[src/rtl/toggle_pfd.sv]
module toggle_pfd #(
  parameter int LOCK_CYCLES = 16
) (
  input  logic clk,
  input  logic rst_n,
  input  logic ref_evt,
  input  logic vco_evt,
  output logic pfd_out,
  output logic locked
);

  localparam int CW = $clog2(LOCK_CYCLES + 1);
  localparam logic [CW-1:0] LOCK_MAX = CW'(LOCK_CYCLES);

  typedef enum logic [1:0] {SRC_NONE, SRC_REF, SRC_VCO} src_t;

  src_t          last_src;
  logic [CW-1:0] streak;

  wire ref_only = ref_evt & ~vco_evt;
  wire vco_only = vco_evt & ~ref_evt;
  wire clash    = ref_evt & vco_evt;

  wire [CW-1:0] streak_inc = (streak == LOCK_MAX) ? streak : streak + 1'b1;

  always_ff @(posedge clk) begin
    if (!rst_n) begin
      pfd_out  <= 1'b0;
      last_src <= SRC_NONE;
      streak   <= '0;
    end else if (clash) begin
      last_src <= SRC_NONE;
      streak   <= '0;
    end else if (ref_only) begin
      pfd_out  <= 1'b1;
      last_src <= SRC_REF;
      streak   <= (last_src == SRC_VCO) ? streak_inc : '0;
    end else if (vco_only) begin
      pfd_out  <= 1'b0;
      last_src <= SRC_VCO;
      if (last_src == SRC_VCO) streak <= '0;
    end
  end

  assign locked = (streak == LOCK_MAX);

endmodule

[config.mk]
export PLATFORM = sky130hd
export DESIGN_NAME = toggle_pfd
export DESIGN_NICKNAME = d
export VERILOG_FILES = /design/src/rtl/toggle_pfd.sv
export SDC_FILE = /design/constraint.sdc
export NUM_CORES = 1
export LEC_CHECK = 0
export BUFFER_PORTS_ARGS = -buffer_cell sky130_fd_sc_hd__buf_2
export CAP_MARGIN = 25
export CORE_MARGIN = 5
export CORE_UTILIZATION = 25
export CTS_CLUSTER_DIAMETER = 100
export CTS_CLUSTER_SIZE = 40
export DETAILED_ROUTE_END_ITERATION = 8
export GPL_TIMING_DRIVEN = 0
export PLACE_DENSITY = 0.37
export SLEW_MARGIN = 20
export SYNTH_ARGS = -nofsm -noshare
export SYNTH_HDL_FRONTEND = slang
export SYNTH_SLANG_ARGS = --single-unit
[constraint.sdc]
create_clock -name clk -period 4.8 [get_ports clk]
set_input_delay 0.48 -clock clk [delete_from_list [all_inputs] [get_ports clk]]
set_output_delay 0.48 -clock clk [all_outputs]
set_load 0.005 [all_outputs]
## Word level (Yosys, flattened, before mapping)

Index checks and enable logic that the tools add are counted.

| word-level totals | value |
|---|---|
| register bits | 8 |
| output and inout port bits | 2 |
| logic and storage cells | 30 |

| cells by class | value |
|---|---|
| reduce and logical (&&, ||, !) cells | 6 |
| equal/unequal tests | 3 |
| bitwise operators | 7 |
| add/sub/neg operators | 1 |
| multiplexer cells | 9 |

Operator list:

| operator | count |
|---|---|
| $mux 5 | 5 |
| $add 5x1->5 const B | 1 |
| $eq 5x5->1 const B | 1 |
| $mux 1 | 4 |
| $not 1->1 | 4 |
| $reduce_bool 2->1 | 2 |
| $and 1x1->1 | 3 |
| $ne 3x3->1 const B | 1 |
| $reduce_and 3->1 | 1 |
| $reduce_or 3->1 | 1 |
| $eq 2x2->1 const B | 1 |
| $reduce_and 2->1 | 1 |
| $reduce_or 2->1 | 1 |

## Depth between registers and ports, before layout

Gate-level depths: netlist (run 1).

| logic depth | value |
|---|---|
| depth in word-level cells | 4 |
| gate-level depth with buffers | 7 |
| depth with buffers taken out | 6 |

## Worst setup path before layout (run 1)

No wires, ideal clock.

| timing path | value |
|---|---|
| path type | in2reg |
| from | input ref_evt |
| to | register streak[2] |
| path buffers | 0 |
| data arrival time | 1.648 ns |
| stages on the path | 5 |
| path slack | 3.082 ns |
| cells stage by stage | inv_1 -> ha_1 -> o21bai_1 -> or4_1 -> a21oi_1 |

| between the ends | value |
|---|---|
| cells in the longest elaborated chain, start to end | 4 |
| elaborated cells between the ends (all ways) | 10 |

Ends and longest elaborated chain:

| element | line | text |
|---|---|---|
| start: declaration | 6 | `input logic ref_evt,` |
| $not 1->1 | 21 | `wire vco_only = vco_evt & ~ref_evt;` |
| $and 1x1->1 | 21 |  |
| $reduce_bool 2->1 (no line) | - |  |
| $reduce_and 3->1 (no line) | - |  |
| end signal: assignment | 37 | `streak <= (last_src == SRC_VCO) ? streak_inc : '0;` |
| end: declaration | 18 | `logic [CW-1:0] streak;` |

Parallel ways exist; a longest one is shown, timed or not.
A chain may end at the register's enable or synchronous reset.

## Worst setup path in the final report (run 1)

| timing path | value |
|---|---|
| from | register streak[0] |
| to | output locked |

| between the ends | value |
|---|---|
| cells in the longest elaborated chain, start to end | 1 |

Ends and longest elaborated chain:

| element | line | text |
|---|---|---|
| $eq 5x5->1 | 45 | `assign locked = (streak == LOCK_MAX);` |
| end: declaration | 9 | `output logic locked` |

Every way passes these cells.

==> results.cfg, run 1 <==
[logic_synthesis]
synth-compound-area-share_pct = 14.2
synthMuxAreaShare_pct = 0
ys_warn_count = 0
synth_edf_count = 0
synthXorXnorAreaFrac_pct = 3.69
yosysSeqAreaShare_pct = 33.8
syn_inst = 54
async_flop_share_pct = 0
yosys.area_share.simple_pct = 28.5
synth_area_leader_cell = dfxtp_1
synth_flop_cell = dfxtp_1
synth_top_family_by_area = simple AND/OR/NAND/NOR gates
synthTopCellsByArea = dfxtp_1, ha_1, and4b_1, nor2_1, xor2_1
synth_top_cell_area_share_pct = 33.8
synth_cell_types = 27
ys_ff_latch = 8
synthAdderAreaFrac_pct = 13.2
mappedNetlistNets = 63
syn_area_per_cell_um2 = 8.78
syn-cell-area_um2 = 474

[setup_path]
max_stage_delay_ps = 390
end_kind = output pin
critPathLaunch = streak[0]$_SDFFE_PP0P_
slowest_stage = dfxtp_1
critPathMaxFanout = 5
cp.arrival_ps = 1240
path_class = reg2out
crit_chain = inv_1, ha_1, and4bb_4, buf_2
worstPathRequired_ps = 4320
rr_startpoint = streak[0]$_SDFFE_PP0P_
critPathLaunchType = flop

[floorplan]
die_w_um = 53.6
io_pins = 6
die_area_um2 = 2870
rows = 15
initial_core_util_pct = 26.9
die_h_um = 53.6
core_um2 = 1760

[sta]
max_freq_mhz = 582
fin_crit_ps = 1720
holdWs_ps = 463
slew_headroom_pct = 80.6
slew_viol_final = 0
rsz0062_at_grt = no
finalHoldViolCount = 0
setup_violations = 0
setup_tns_ps = 0
worstMarginPinSlew_ps = 290
clock_skew_ps = 0.245
period_share_pct = 35.8

[grt]
grt_pass1_wl_um = 1650
grt_usage_pct = 8.54
grt_max_degree = 10
grt_overflow = 0
grt_pass1_vias = 374
antenna_found_initial = 0

[cts]
clkSlewWorstSetupHoldPaths_ps = 50
hold_buffers = 0
post-cts-setup-buffers = 0
cts.sinks = 8
clk_latency_ps = 260
cts_buffer_depth = 2
cts_tree = yes
cts_resized = 0
numCtsBuffers = 3
cts_root_buffer = clkbuf_4
htree_num_levels = 1

[power]
finalPower_mw = 0.138
power.density_nw_per_um2 = 249
leakagePower_nw = 0.234
peakVddDrop_mv = 0.123

[placement]
detailed_place_hpwl_um = 691
portBuffers = 5
globalplace.congestion = 0.717

[worst_hold_path]
min_path_type = reg2reg
hp-start = pfd_out$_SDFFE_PN0P_

[route]
ant_nets = 0
vias = 395
drc_errors = 0
wl_um = 903
wl_per_cell_um = 10.4
dr.first_iter.drc_count = 3
drt_pass1_iterations = 4
avgViaCountPerCell = 4.54

[final_layout]
layout_common_cells = dfxtp_1, buf_2, nor2_1, ha_1, inv_1
final_common_cell = dfxtp_1
area_growth_pct = 16.6
num_antenna_cells = 0
nets = 73
drive_above_1_share_pct = 21.0

[flow_run]
max_cap_viol_count = 0

[outcome]
status = complete, no violations
==> where the power goes <==
part | switching (mW) | internal [mW]
Sequential | 0.00106 | 0.0680
Combinational | 0.00928 | 0.00686
Clock | 0.0239 | 0.0287
==> layout make-up <==
cell class	count	area [µm²]
inverters	5	18.8
clock buffers	3	22.5
fillers	212	1210
plain buffers	2	12.5
flip-flops and latches	8	160
repair buffers	5	25.0
well taps	25	31.3
multi-input cells	39	283
==> worst max-delay path, delay by kind of cell, from the launching register on <==
family | cells | cell delay, ps
flip-flops | 1 | 390
buffers and inverters | 2 | 180
AND/OR/NAND/NOR | 1 | 220
adder cells (fa/ha/maj) | 1 | 190
==> kinds of logic after synthesis <==
family / after synthesis
AOI/OAI and AO/OA: 11
adders and majority gates: 5
and+or+nand+nor: 21
xor gates and xnor gates: 2
buffers and inverters: 7
DFF: 8
==> cell usage after synthesis, drive strengths merged, types with 2 or more instances <==
| cell | number |
|---|---|
| nor2 | 5 |
| inv | 4 |
| nand2b | 2 |
| buf | 2 |
| a21oi | 3 |
| dfxtp | 8 |
| or3 | 2 |
| xor2 | 2 |
| nand2 | 3 |
| and4b | 2 |
| o21ai | 3 |
| ha | 5 |
==> registers in the layout, summed over array words and instances (netlist names) <==
| register | cells |
|---|---|
| last_src | 2 |
| pfd_out | 1 |
| streak | 5 |
==> final timing paths <==
kind,endpoint,slack (ps),cells after the start
worst max register to register,streak[2]$_SDFFE_PP0P_,3160,6
worst min-delay path,pfd_out$_SDFFE_PN0P_,460,2
worst max-delay path,locked,3080,4
worst min register to register,pfd_out$_SDFFE_PN0P_,460,2
==> per-stage QoR <==
step | setup WS [ps] | cells | instance area [µm²] | utilization (%)
floorplan | 3080 | 54 | 474 | -
global placement | 2820 | 84 | 531 | 30.1
detailed placement | 2840 | 84 | 531 | 30.1
CTS | 3060 | 87 | 553 | 31.3
global route | 3010 | 87 | 553 | 31.3
finish | 3080 | 87 | 553 | 31.3
==> layer usage <==
metal  vias up  global-route usage [%]  routed length (µm)
li1        205                       -                   -
met1       180                    9.52                 445
met2         6                    11.8                 385
met3         4                    5.82                  50
met4         0                    5.11                  22
met5         -                       0                   0
No activity file was read; power rests on OpenSTA's default activity.
==> run 2: changes to the inputs <==
--- a/config.mk
+++ b/config.mk
@@ -5,6 +5,7 @@
 export SDC_FILE = /design/constraint.sdc
 export NUM_CORES = 1
 export LEC_CHECK = 0
+export ABC_AREA = 1
 export BUFFER_PORTS_ARGS = -buffer_cell sky130_fd_sc_hd__buf_2
 export CAP_MARGIN = 25
 export CORE_MARGIN = 5
@@ -13,7 +14,7 @@
 export CTS_CLUSTER_SIZE = 40
 export DETAILED_ROUTE_END_ITERATION = 8
 export GPL_TIMING_DRIVEN = 0
-export PLACE_DENSITY = 0.37
+export PLACE_DENSITY = 0.38
 export SLEW_MARGIN = 20
 export SYNTH_ARGS = -nofsm -noshare
 export SYNTH_HDL_FRONTEND = slang
==> constraint.sdc (replaced) <==
create_clock -name clk -period 1.5 [get_ports clk]
set_input_delay 0.15 -clock clk [delete_from_list [all_inputs] [get_ports clk]]
set_output_delay 0.15 -clock clk [all_outputs]
set_load 0.005 [all_outputs]
==> run 2 against run 1 <==
Compared with the run above:
- sequential power grew to 3.3 times the previous value
- non-clock buffer count is 2 lower
- first-iteration DRC count is 67% higher
- worst hold slack got worse by 330 ps
- die area up 6.6%
- clock-buffer cell count did not move
- critical endpoint unchanged
- setup slack got worse by 2900 ps
- synthesized cell count is 39% higher
- routed wire length grew 3.4%
- total power grew to 3.3 times the previous value
- area after synthesis grew 8.2%
- register-to-register slack lost 2900 ps
==> results.cfg, run 2 <==
[outcome]
status = complete, no violations

[logic_synthesis]
synth_top_cell_area_share_pct = 31.2
ys_ff_latch = 8
synthTopCellsByArea = dfxtp_1, ha_1, nor2_1, nand2_1, nand2_2
ys_top_cells_by_count = nor2_1, nand2_1, dfxtp_1, inv_1
syn_area_per_cell_um2 = 6.84
async_flop_share_pct = 0
ys_warn_count = 0
syn-cell-area_um2 = 513
mappedNetlistNets = 84
synth_cell_types = 17
syn_inst = 75
synth_area_leader_cell = dfxtp_1
yosysSeqAreaShare_pct = 31.2
synth_edf_count = 0
yosysMostFrequentCell = nor2_1
synth_flop_cell = dfxtp_1

[grt]
grt_pass1_wl_um = 1820
grt_pass1_vias = 442
grt_usage_pct = 7.56
antenna_found_initial = 0
grt_max_degree = 8
grt_overflow = 0

[setup_path]
critPathMaxFanout = 5
crit_chain = inv_1, ha_1, nand2_1, nor2_2, buf_2
slowest_stage = dfxtp_1
reg2reg_depth = 8
r2r_slack_ps = 230
rr_startpoint = streak[0]$_SDFFE_PP0P_
worstPathRequired_ps = 1350
end_kind = output pin
cp.arrival_ps = 1160
path_class = reg2out
reg2reg_to = streak[1]$_SDFFE_PP0P_
max_stage_delay_ps = 390
critPathLaunchType = flop

[cts]
cts_resized = 0
cts_buffer_depth = 2
cts_root_buffer = clkbuf_4
htree_num_levels = 1
post-cts-setup-buffers = 0
clkSlewWorstSetupHoldPaths_ps = 50
cts.sinks = 8
numCtsBuffers = 3
clk_latency_ps = 250
cts_tree = yes
hold_buffers = 0

[worst_hold_path]
hp-start = rst_n
whs_path_depth = 3
holdPathEnd = pfd_out$_SDFFE_PN0P_
min_path_type = in2reg

[floorplan]
die_w_um = 55.3
io_pins = 6
rows = 16
initial_core_util_pct = 26.1
die_h_um = 55.3
core_um2 = 1960
die_area_um2 = 3060

[final_layout]
instances_no_fill = 110
drive_above_1_share_pct = 33.7
final_common_cell = nor2_1
largest_register_ffs = 5
top_regs = streak: 5 flops, last_src: 2 flops, pfd_out: 1 flops
num_antenna_cells = 0
fillers = 238
nets = 94
largest_register = streak
layout_common_cells = nor2_1, nand2_1, inv_1, dfxtp_1
area_growth_pct = 15.9

[sta]
worstMarginPinSlew_ps = 260
slew_headroom_pct = 82.6
setup_tns_ps = 0
max_freq_mhz = 766
setup_violations = 0
fin_crit_ps = 1310
period_share_pct = 87.1
clock_skew_ps = 6.57
rsz0062_at_grt = no
slew_viol_final = 0
finalHoldViolCount = 0

[route]
drt_pass1_iterations = 4
vias = 428
wl_per_cell_um = 8.49
wl_um = 934
ant_nets = 0
dr.first_iter.drc_count = 5
drc_errors = 0
avgViaCountPerCell = 3.89

[power]
power.density_nw_per_um2 = 767
peakVddDrop_mv = 0.387
leakagePower_nw = 0.272

[placement]
dp_cells = 107
portBuffers = 5
globalplace.congestion = 0.737
detailed_place_hpwl_um = 765

[flow_run]
max_cap_viol_count = 0
==> run 2: changes by cell type after synthesis, sizes merged, moves of 2 or more <==
| cell | change |
|---|---|
| nand2 | +17 |
| inv | +11 |
| buf | -2 |
| and4b | -2 |
| or3 | -2 |
| xor2 | -2 |
| nand2b | -2 |
| nand3 | +4 |
| nor2 | +11 |
==> run 2: per-layer routing <==
metal,part of all wire [%],track usage [%]
met4,0.96,2.08
met1,54,10.1
met3,5.6,4.20
met2,39,10.3
met5,0,0
==> run 2: stage by stage <==
| step | worst slack, ps | hold WS, ps | total power [mW] | util, % | cell area, µm² |
|---|---|---|---|---|---|
| 4_1_cts | 181 | 128 | 0.466 | 30.3 | 594 |
| 3_3_place_gp | 153 | 394 | 0.296 | 29.1 | 572 |
| 5_1_grt | 87.8 | 146 | 0.492 | 30.3 | 594 |
| 6_report | 194 | 133 | 0.456 | 30.3 | 594 |
| 2_1_floorplan | 354 | 282 | 0.277 | - | 513 |
| 3_5_place_dp | 152 | 398 | 0.295 | 29.1 | 572 |
==> run 2: final cells by class <==
type,count,area (µm²),share of cell area [%]
clock buffers,3,22.5,3.79
multi-input cells,51,292,49.1
inverters,16,61.3,10.3
well taps,27,33.8,5.68
repair buffers,5,25.0,4.21
flip-flops and latches,8,160,26.9
==> run 2: report_power, final <==
part | internal, mW | switching (mW)
Clock | 0.0917 | 0.0746
Combinational | 0.0238 | 0.0409
Sequential | 0.219 | 0.00567
Total | 0.335 | 0.121
==> run 2: worst max-delay path: cells and delay by family (launching register included) <==
family | cells | cell delay [ps]
AND/OR/NAND/NOR | 2 | 130
adder cells (fa/ha/maj) | 1 | 210
buffers and inverters | 2 | 180
flip-flops | 1 | 390
==> run 2: cells by family (layout without fill, tap and decap cells) <==
group / after synthesis / in the layout / share of synthesized area, %
AND/OR/NAND/NOR: 42 / 42 / 40.7
flip-flops: 8 / 8 / 31.2
buffers and inverters: 16 / 24 / 12.0
AO/OA/AOI/OAI: 4 / 4 / 3.90
adder cells (fa/ha/maj): 5 / 5 / 12.2
==> run 2: how the worst max path moves through the flow <==
stage / startpoint / endpoint / slack [ps] / cells after the start
6_report: streak[0]$_SDFFE_PP0P_ / locked / 190 / 5
4_1_cts: streak[0]$_SDFFE_PP0P_ / locked / 180 / 5
5_1_grt: streak[0]$_SDFFE_PP0P_ / streak[4]$_SDFFE_PP0P_ / 90 / 9
2_1_floorplan: streak[0]$_SDFFE_PP0P_ / streak[1]$_SDFFE_PP0P_ / 350 / 9
3_3_place_gp: ref_evt / streak[2]$_SDFFE_PP0P_ / 150 / 11
3_5_place_dp: ref_evt / streak[2]$_SDFFE_PP0P_ / 150 / 11
